File: config.mk
export PLATFORM = sky130hd
export DESIGN_NAME = gpio_port
export DESIGN_NICKNAME = d
export VERILOG_FILES = /design/src/rtl/gpio_pkg.sv /design/src/rtl/gpio_sync.sv /design/src/rtl/gpio_regs.sv /design/src/rtl/gpio_pin_ctl.sv /design/src/rtl/gpio_port.sv
export SDC_FILE = /design/constraint.sdc
export NUM_CORES = 1
export LEC_CHECK = 0
export BUFFER_PORTS_ARGS = -buffer_cell sky130_fd_sc_hd__clkbuf_2
export CAP_MARGIN = 20
export CELL_PAD_IN_SITES_DETAIL_PLACEMENT = 2
export CELL_PAD_IN_SITES_GLOBAL_PLACEMENT = 2
export CORE_MARGIN = 2
export CORE_UTILIZATION = 30
export DETAILED_ROUTE_END_ITERATION = 8
export PLACE_DENSITY = 0.83
export SLEW_MARGIN = 30
export SYNTH_ARGS = -nofsm -noshare
export SYNTH_HDL_FRONTEND = slang
export SYNTH_SLANG_ARGS = --single-unit
File: constraint.sdc
create_clock -name clk -period 1.8 [get_ports clk]
set_input_delay 0.27 -clock clk [delete_from_list [all_inputs] [get_ports clk]]
set_output_delay 0.27 -clock clk [all_outputs]
set_load 0.02 [all_outputs]
File: src/rtl/gpio_pkg.sv
package gpio_pkg;
    localparam int ADDR_W = 2;

    localparam logic [ADDR_W-1:0] ADDR_DIR = 2'd0;
    localparam logic [ADDR_W-1:0] ADDR_LVL = 2'd1;
    localparam logic [ADDR_W-1:0] ADDR_IN  = 2'd2;

    typedef enum logic [1:0] {
        MODE_FLOAT = 2'b00,
        MODE_PULL  = 2'b01,
        MODE_LOW   = 2'b10,
        MODE_HIGH  = 2'b11
    } pin_mode_e;
endpackage

File: src/rtl/gpio_sync.sv
module gpio_sync #(
    parameter int WIDTH  = 8,
    parameter int STAGES = 2
) (
    input  logic             clk,
    input  logic             rst_n,
    input  logic [WIDTH-1:0] d,
    output logic [WIDTH-1:0] q
);
    logic [STAGES-1:0][WIDTH-1:0] chain;

    always_ff @(posedge clk or negedge rst_n) begin
        if (!rst_n) chain[0] <= '0;
        else        chain[0] <= d;
    end

    for (genvar s = 1; s < STAGES; s++) begin : g_stage
        always_ff @(posedge clk or negedge rst_n) begin
            if (!rst_n) chain[s] <= '0;
            else        chain[s] <= chain[s-1];
        end
    end

    assign q = chain[STAGES-1];
endmodule

File: src/rtl/gpio_regs.sv
module gpio_regs
    import gpio_pkg::*;
#(
    parameter int WIDTH = 8
) (
    input  logic              clk,
    input  logic              rst_n,
    input  logic              bus_en,
    input  logic              bus_wr,
    input  logic [ADDR_W-1:0] bus_addr,
    input  logic [WIDTH-1:0]  bus_wdata,
    input  logic [WIDTH-1:0]  in_sync,
    output logic [WIDTH-1:0]  bus_rdata,
    output logic [WIDTH-1:0]  dir_q,
    output logic [WIDTH-1:0]  lvl_q
);
    logic wr_dir, wr_lvl;

    assign wr_dir = bus_en && bus_wr && (bus_addr == ADDR_DIR);
    assign wr_lvl = bus_en && bus_wr && (bus_addr == ADDR_LVL);

    always_ff @(posedge clk or negedge rst_n) begin
        if (!rst_n) begin
            dir_q <= '0;
            lvl_q <= '0;
        end else begin
            if (wr_dir) dir_q <= bus_wdata;
            if (wr_lvl) lvl_q <= bus_wdata;
        end
    end

    always_comb begin
        unique case (bus_addr)
            ADDR_DIR: bus_rdata = dir_q;
            ADDR_LVL: bus_rdata = lvl_q;
            ADDR_IN:  bus_rdata = in_sync;
            default:  bus_rdata = '0;
        endcase
    end

    // writes to the input or spare address leave both registers unchanged
    a_r7_ro_write_ignored: assert property (@(posedge clk) disable iff (!rst_n)
        (bus_en && bus_wr && bus_addr[1]) |=> ($stable(dir_q) && $stable(lvl_q)));

    // a direction write is visible at the read port on the next cycle
    a_r5_dir_readback: assert property (@(posedge clk) disable iff (!rst_n)
        (bus_en && bus_wr && bus_addr == ADDR_DIR) |=> (dir_q == $past(bus_wdata)));
endmodule

File: src/rtl/gpio_pin_ctl.sv
module gpio_pin_ctl
    import gpio_pkg::*;
(
    input  logic dir_bit,
    input  logic lvl_bit,
    input  logic alt_en,
    input  logic alt_oe,
    input  logic alt_out,
    output logic oe,
    output logic out,
    output logic pu
);
    pin_mode_e mode;
    logic      reg_oe, reg_out, reg_pu;

    assign mode = pin_mode_e'({dir_bit, lvl_bit});

    always_comb begin
        unique case (mode)
            MODE_FLOAT: begin reg_oe = 1'b0; reg_out = 1'b0; reg_pu = 1'b0; end
            MODE_PULL:  begin reg_oe = 1'b0; reg_out = 1'b0; reg_pu = 1'b1; end
            MODE_LOW:   begin reg_oe = 1'b1; reg_out = 1'b0; reg_pu = 1'b0; end
            MODE_HIGH:  begin reg_oe = 1'b1; reg_out = 1'b1; reg_pu = 1'b0; end
            default:    begin reg_oe = 1'b0; reg_out = 1'b0; reg_pu = 1'b0; end
        endcase
    end

    always_comb begin
        if (alt_en) begin
            oe  = alt_oe;
            out = alt_oe & alt_out;
            pu  = 1'b0;
        end else begin
            oe  = reg_oe;
            out = reg_out;
            pu  = reg_pu;
        end
    end
endmodule

File: src/rtl/gpio_port.sv
module gpio_port
    import gpio_pkg::*;
#(
    parameter int NPINS     = 8,
    parameter int SYNC_DEPTH = 2
) (
    input  logic              clk,
    input  logic              rst_n,
    input  logic              bus_en,
    input  logic              bus_wr,
    input  logic [ADDR_W-1:0] bus_addr,
    input  logic [NPINS-1:0]  bus_wdata,
    output logic [NPINS-1:0]  bus_rdata,
    input  logic [NPINS-1:0]  pad_in,
    output logic [NPINS-1:0]  pad_oe,
    output logic [NPINS-1:0]  pad_out,
    output logic [NPINS-1:0]  pad_pu,
    input  logic [NPINS-1:0]  alt_en,
    input  logic [NPINS-1:0]  alt_oe,
    input  logic [NPINS-1:0]  alt_out
);
    logic [NPINS-1:0] dir_q, lvl_q, in_sync;

    gpio_sync #(.WIDTH(NPINS), .STAGES(SYNC_DEPTH)) u_sync (
        .clk  (clk),
        .rst_n(rst_n),
        .d    (pad_in),
        .q    (in_sync)
    );

    gpio_regs #(.WIDTH(NPINS)) u_regs (
        .clk      (clk),
        .rst_n    (rst_n),
        .bus_en   (bus_en),
        .bus_wr   (bus_wr),
        .bus_addr (bus_addr),
        .bus_wdata(bus_wdata),
        .in_sync  (in_sync),
        .bus_rdata(bus_rdata),
        .dir_q    (dir_q),
        .lvl_q    (lvl_q)
    );

    for (genvar i = 0; i < NPINS; i++) begin : g_pin
        gpio_pin_ctl u_pin (
            .dir_bit(dir_q[i]),
            .lvl_bit(lvl_q[i]),
            .alt_en (alt_en[i]),
            .alt_oe (alt_oe[i]),
            .alt_out(alt_out[i]),
            .oe     (pad_oe[i]),
            .out    (pad_out[i]),
            .pu     (pad_pu[i])
        );

        // pull-up never enabled on a driving pin
        a_r3_pull_not_driving: assert property (@(posedge clk) disable iff (!rst_n)
            pad_pu[i] |-> !pad_oe[i]);

        // output level quiet while not driving
        a_r9_out_quiet: assert property (@(posedge clk) disable iff (!rst_n)
            !pad_oe[i] |-> !pad_out[i]);

        // override forces pull-up off
        a_r8_alt_no_pull: assert property (@(posedge clk) disable iff (!rst_n)
            alt_en[i] |-> !pad_pu[i]);
    end

    // first cycle after reset leaves every pin floating
    a_r1_reset_float: assert property (@(posedge clk) disable iff (!rst_n)
        ($past(!rst_n) && alt_en == '0) |-> (pad_oe == '0 && pad_pu == '0));
endmodule

==> impl_summary.txt <==
----------------------------------------------------
[Layout]
  Signed area change from the synthesized netlist to the final layout ... 23.63%
  Post-layout net count ... 240
  Multi-input logic area ... 669.4 um2
  Sequential cell area ... 800.8 um2
  Fillers ... 618
  Layout cells sized above 1 ... 57.95%
  Antenna fix cells ... 0

[Timing]
  Minimum clock period after layout ... 1.485 ns
  Maximum achievable frequency ... 673.4 MHz
  Setup Viol. Count Final ... 0
  Unrepaired setup endpoints after global routing ... no
  Worst Setup Slack, final ... 0.3150 ns
  Worst Tran Pin Value ... 0.8055 ns
  Final worst path period share ... 82.50%
  Max_slew headroom ... 46.30%
  Fin Setup TNS ... 0 ns
  Final Hold Slack ... 0.06078 ns
  Setup clock skew after layout ... 0.001822 ns
  Final Hold Vio Count ... 0
  Final count of pins violating max slew ... 0

[Detailed routing]
  Total Routed Length ... 4335 um
  Residual DRC ... 0
  Via density per instance ... 4.588
  DRT iter0 DRCs ... 44
  DR WL/cell ... 16.24 um
  Total via count after detailed routing ... 1225
  Antenna violation net count after detailed routing ... 0
  Drt pass-1 iters ... 2

[Clock network]
  Cts-stage hold buffer count ... 0
  Maximum buffer depth of the clock tree ... 2
  Root buffer cell ... clkbuf_8
  Clock Latency Late Sink ... 0.28 ns
  Number of sinks driven by the clock tree ... 32
  Clock-pin transition on the worst setup and hold timing paths ... 0.06 ns
  Number of H-tree levels ... 2
  Setup Buffers After CTS ... 0
  CTS tree ... built
  Number of buffers created by CTS ... 5
  Resized cells post-CTS ... 0

[Die]
  Row count ... 27
  Initial Util ... 30.86%
  Vertical extent of the die ... 79.04 um
  Area of the core ... 5473 um2
  Top-level port count ... 78
  Die width ... 79.04 um
  Area enclosed by the die boundary ... 6247 um2

[Worst setup path]
  Arrival time of the worst setup path ... 1.22 ns
  Required time at the endpoint of the critical path ... 1.53 ns
  Worst R2R End ... u_regs.dir_q[5]
  Type of destination of the critical path ... output pin
  Reg2reg path depth ... 1
  R2r startpoint ... u_regs.dir_q[5]
  Critical path peak fanout ... 5
  Crit Path Category ... register to output pin
  Sort of element at the start of the critical path ... register
  Worst reg-to-reg setup slack ... 0.95 ns

[Yosys]
  Synthesized netlist cell count ... 135
  Number of enable flip-flop cells after synthesis ... 0
  Most frequent cells after synthesis ... dfrtp_1, buf_4, mux2_2, mux2_4
  Mapped Area ... 1689 um2
  Post-synthesis average cell area ... 12.51 um2
  Sequential fraction of the synthesis area ... 47.41%
  Dominant cell by count in the synthesized netlist ... dfrtp_1
  Number of unique standard cell types used by synthesis ... 15
  Area share of the leading cell type in the synthesized netlist ... 47.41%
  Async set-reset flop share out of synthesis ... 100.0%
  Library cell occupying the most area in the post-synthesis netlist ... dfrtp_1
  Number of flip-flops and latches in the synthesized netlist ... 32
  Synth area leaders ... dfrtp_1, buf_4, mux2_2, mux2_4, mux2i_1
  Post-Synthesis Net Count ... 181
  Yosys warning count ... 0
  Dominant synthesized flop cell ... dfrtp_1

[Placed design]
  Quantity of I/O buffers inserted on ports ... 77
  RePlAce Congestion ... 0.7042
  Pre-CTS WS ... 0.3223 ns
  HPWL after DPL ... 3412 um

[Run]
  Max_cap viols ... 0

[Power]
  Power density over the cells ... 1035 nW/um2
  Maximum ir drop on the vdd rail ... 328.2 uV
  P_leak ... 1.039 nW

[GRT]
  Largest net degree at the start of global routing ... 33
  Via count of the first global-routing pass ... 1339
  Number of antenna violations at the first check in global routing ... 0
  Global-route usage over all layers ... 15.31%
  Grt ovf ... 0
  Global-route wire length before repair ... 7044 um

[Worst hold path]
  Worst min-delay path class ... input pin to async pin

[Outcome]
  Outcome ... completed

----------------------------------------------------
==> routing by layer <==
metal  part of all wire [%]  routed length, um  vias up  track usage, %
met5                      0                  0        -               0
met4                   0.92                 40        0           5.690
met3                    7.7                335        2           5.795
met2                     53               2317       45           26.69
met1                     38               1641      600           16.90
li1                       -                  -      578               -
==> how the worst max path moves through the flow <==
stage	start	end	slack [ns]
6_report	u_regs.dir_q[6]	bus_rdata[6]	0.31
5_1_grt	u_regs.dir_q[5]	bus_rdata[5]	0.21
4_1_cts	u_regs.dir_q[6]	bus_rdata[6]	0.28
3_5_place_dp	bus_addr[1]	u_regs.dir_q[4]	0.32
3_3_place_gp	bus_addr[0]	bus_rdata[3]	0.38
2_1_floorplan	bus_addr[0]	bus_rdata[0]	0.54
==> placed cells by master, fill, tap and decap left out, drive strengths merged <==
cell and n:
clkbuf 83, dfrtp 32, mux2 24, mux2i 8, o2bb2ai 8, nor3b 8, nand2 8, nand3 8
o21ai 8, buf 3, and2b 1, and4bb 1, nand4b 1, clkinv 1, bufinv 1
==> critical path: stages, from the launching register on <==
cell,delay (ns)
dfrtp_1,0.41
mux2i_1,0.11
o2bb2ai_1,0.21
clkbuf_2,0.21
==> report_power, final <==
| part | leakage (nW) | switching, mW | internal (mW) |
|---|---|---|---|
| clock network | 0.0552 | 0.254 | 0.410 |
| registers | 0.378 | 0.101 | 0.817 |
| logic | 0.605 | 0.303 | 0.275 |
| total | 1.04 | 0.658 | 1.50 |
==> metrics by stage <==
step                total power [mW]  cells  area, um2  util [%]
floorplan                      1.374    135       1689         -
global placement               1.495    259       1981     36.19
detailed placement             1.516    259       1981     36.19
CTS                            2.198    267       2088     38.16
global route                   2.291    267       2088     38.16
finish                         2.161    267       2088     38.16
==> flip-flops by register name, indices dropped and copies added (netlist names) <==
name          flops
u_sync.chain      8
u_sync.q          8
u_regs.lvl_q      8
u_regs.dir_q      8
==> cells by family after synthesis <==
logic type	after synthesis	synth area share, %
and+or+nand+nor	27	10.37
AOI/OAI and AO/OA	16	6.519
muxes	32	22.74
buffers and inverters	28	12.96
DFF	32	47.41
==> layout make-up <==
type	instances	area share [%]
repair buffers	80	20.13
multi-input cells	75	32.06
clock inverters	2	1.678
flip-flops and latches	32	38.35
clock buffers	6	3.475
well taps	72	4.314
No activity file was read; power rests on OpenSTA's default activity.
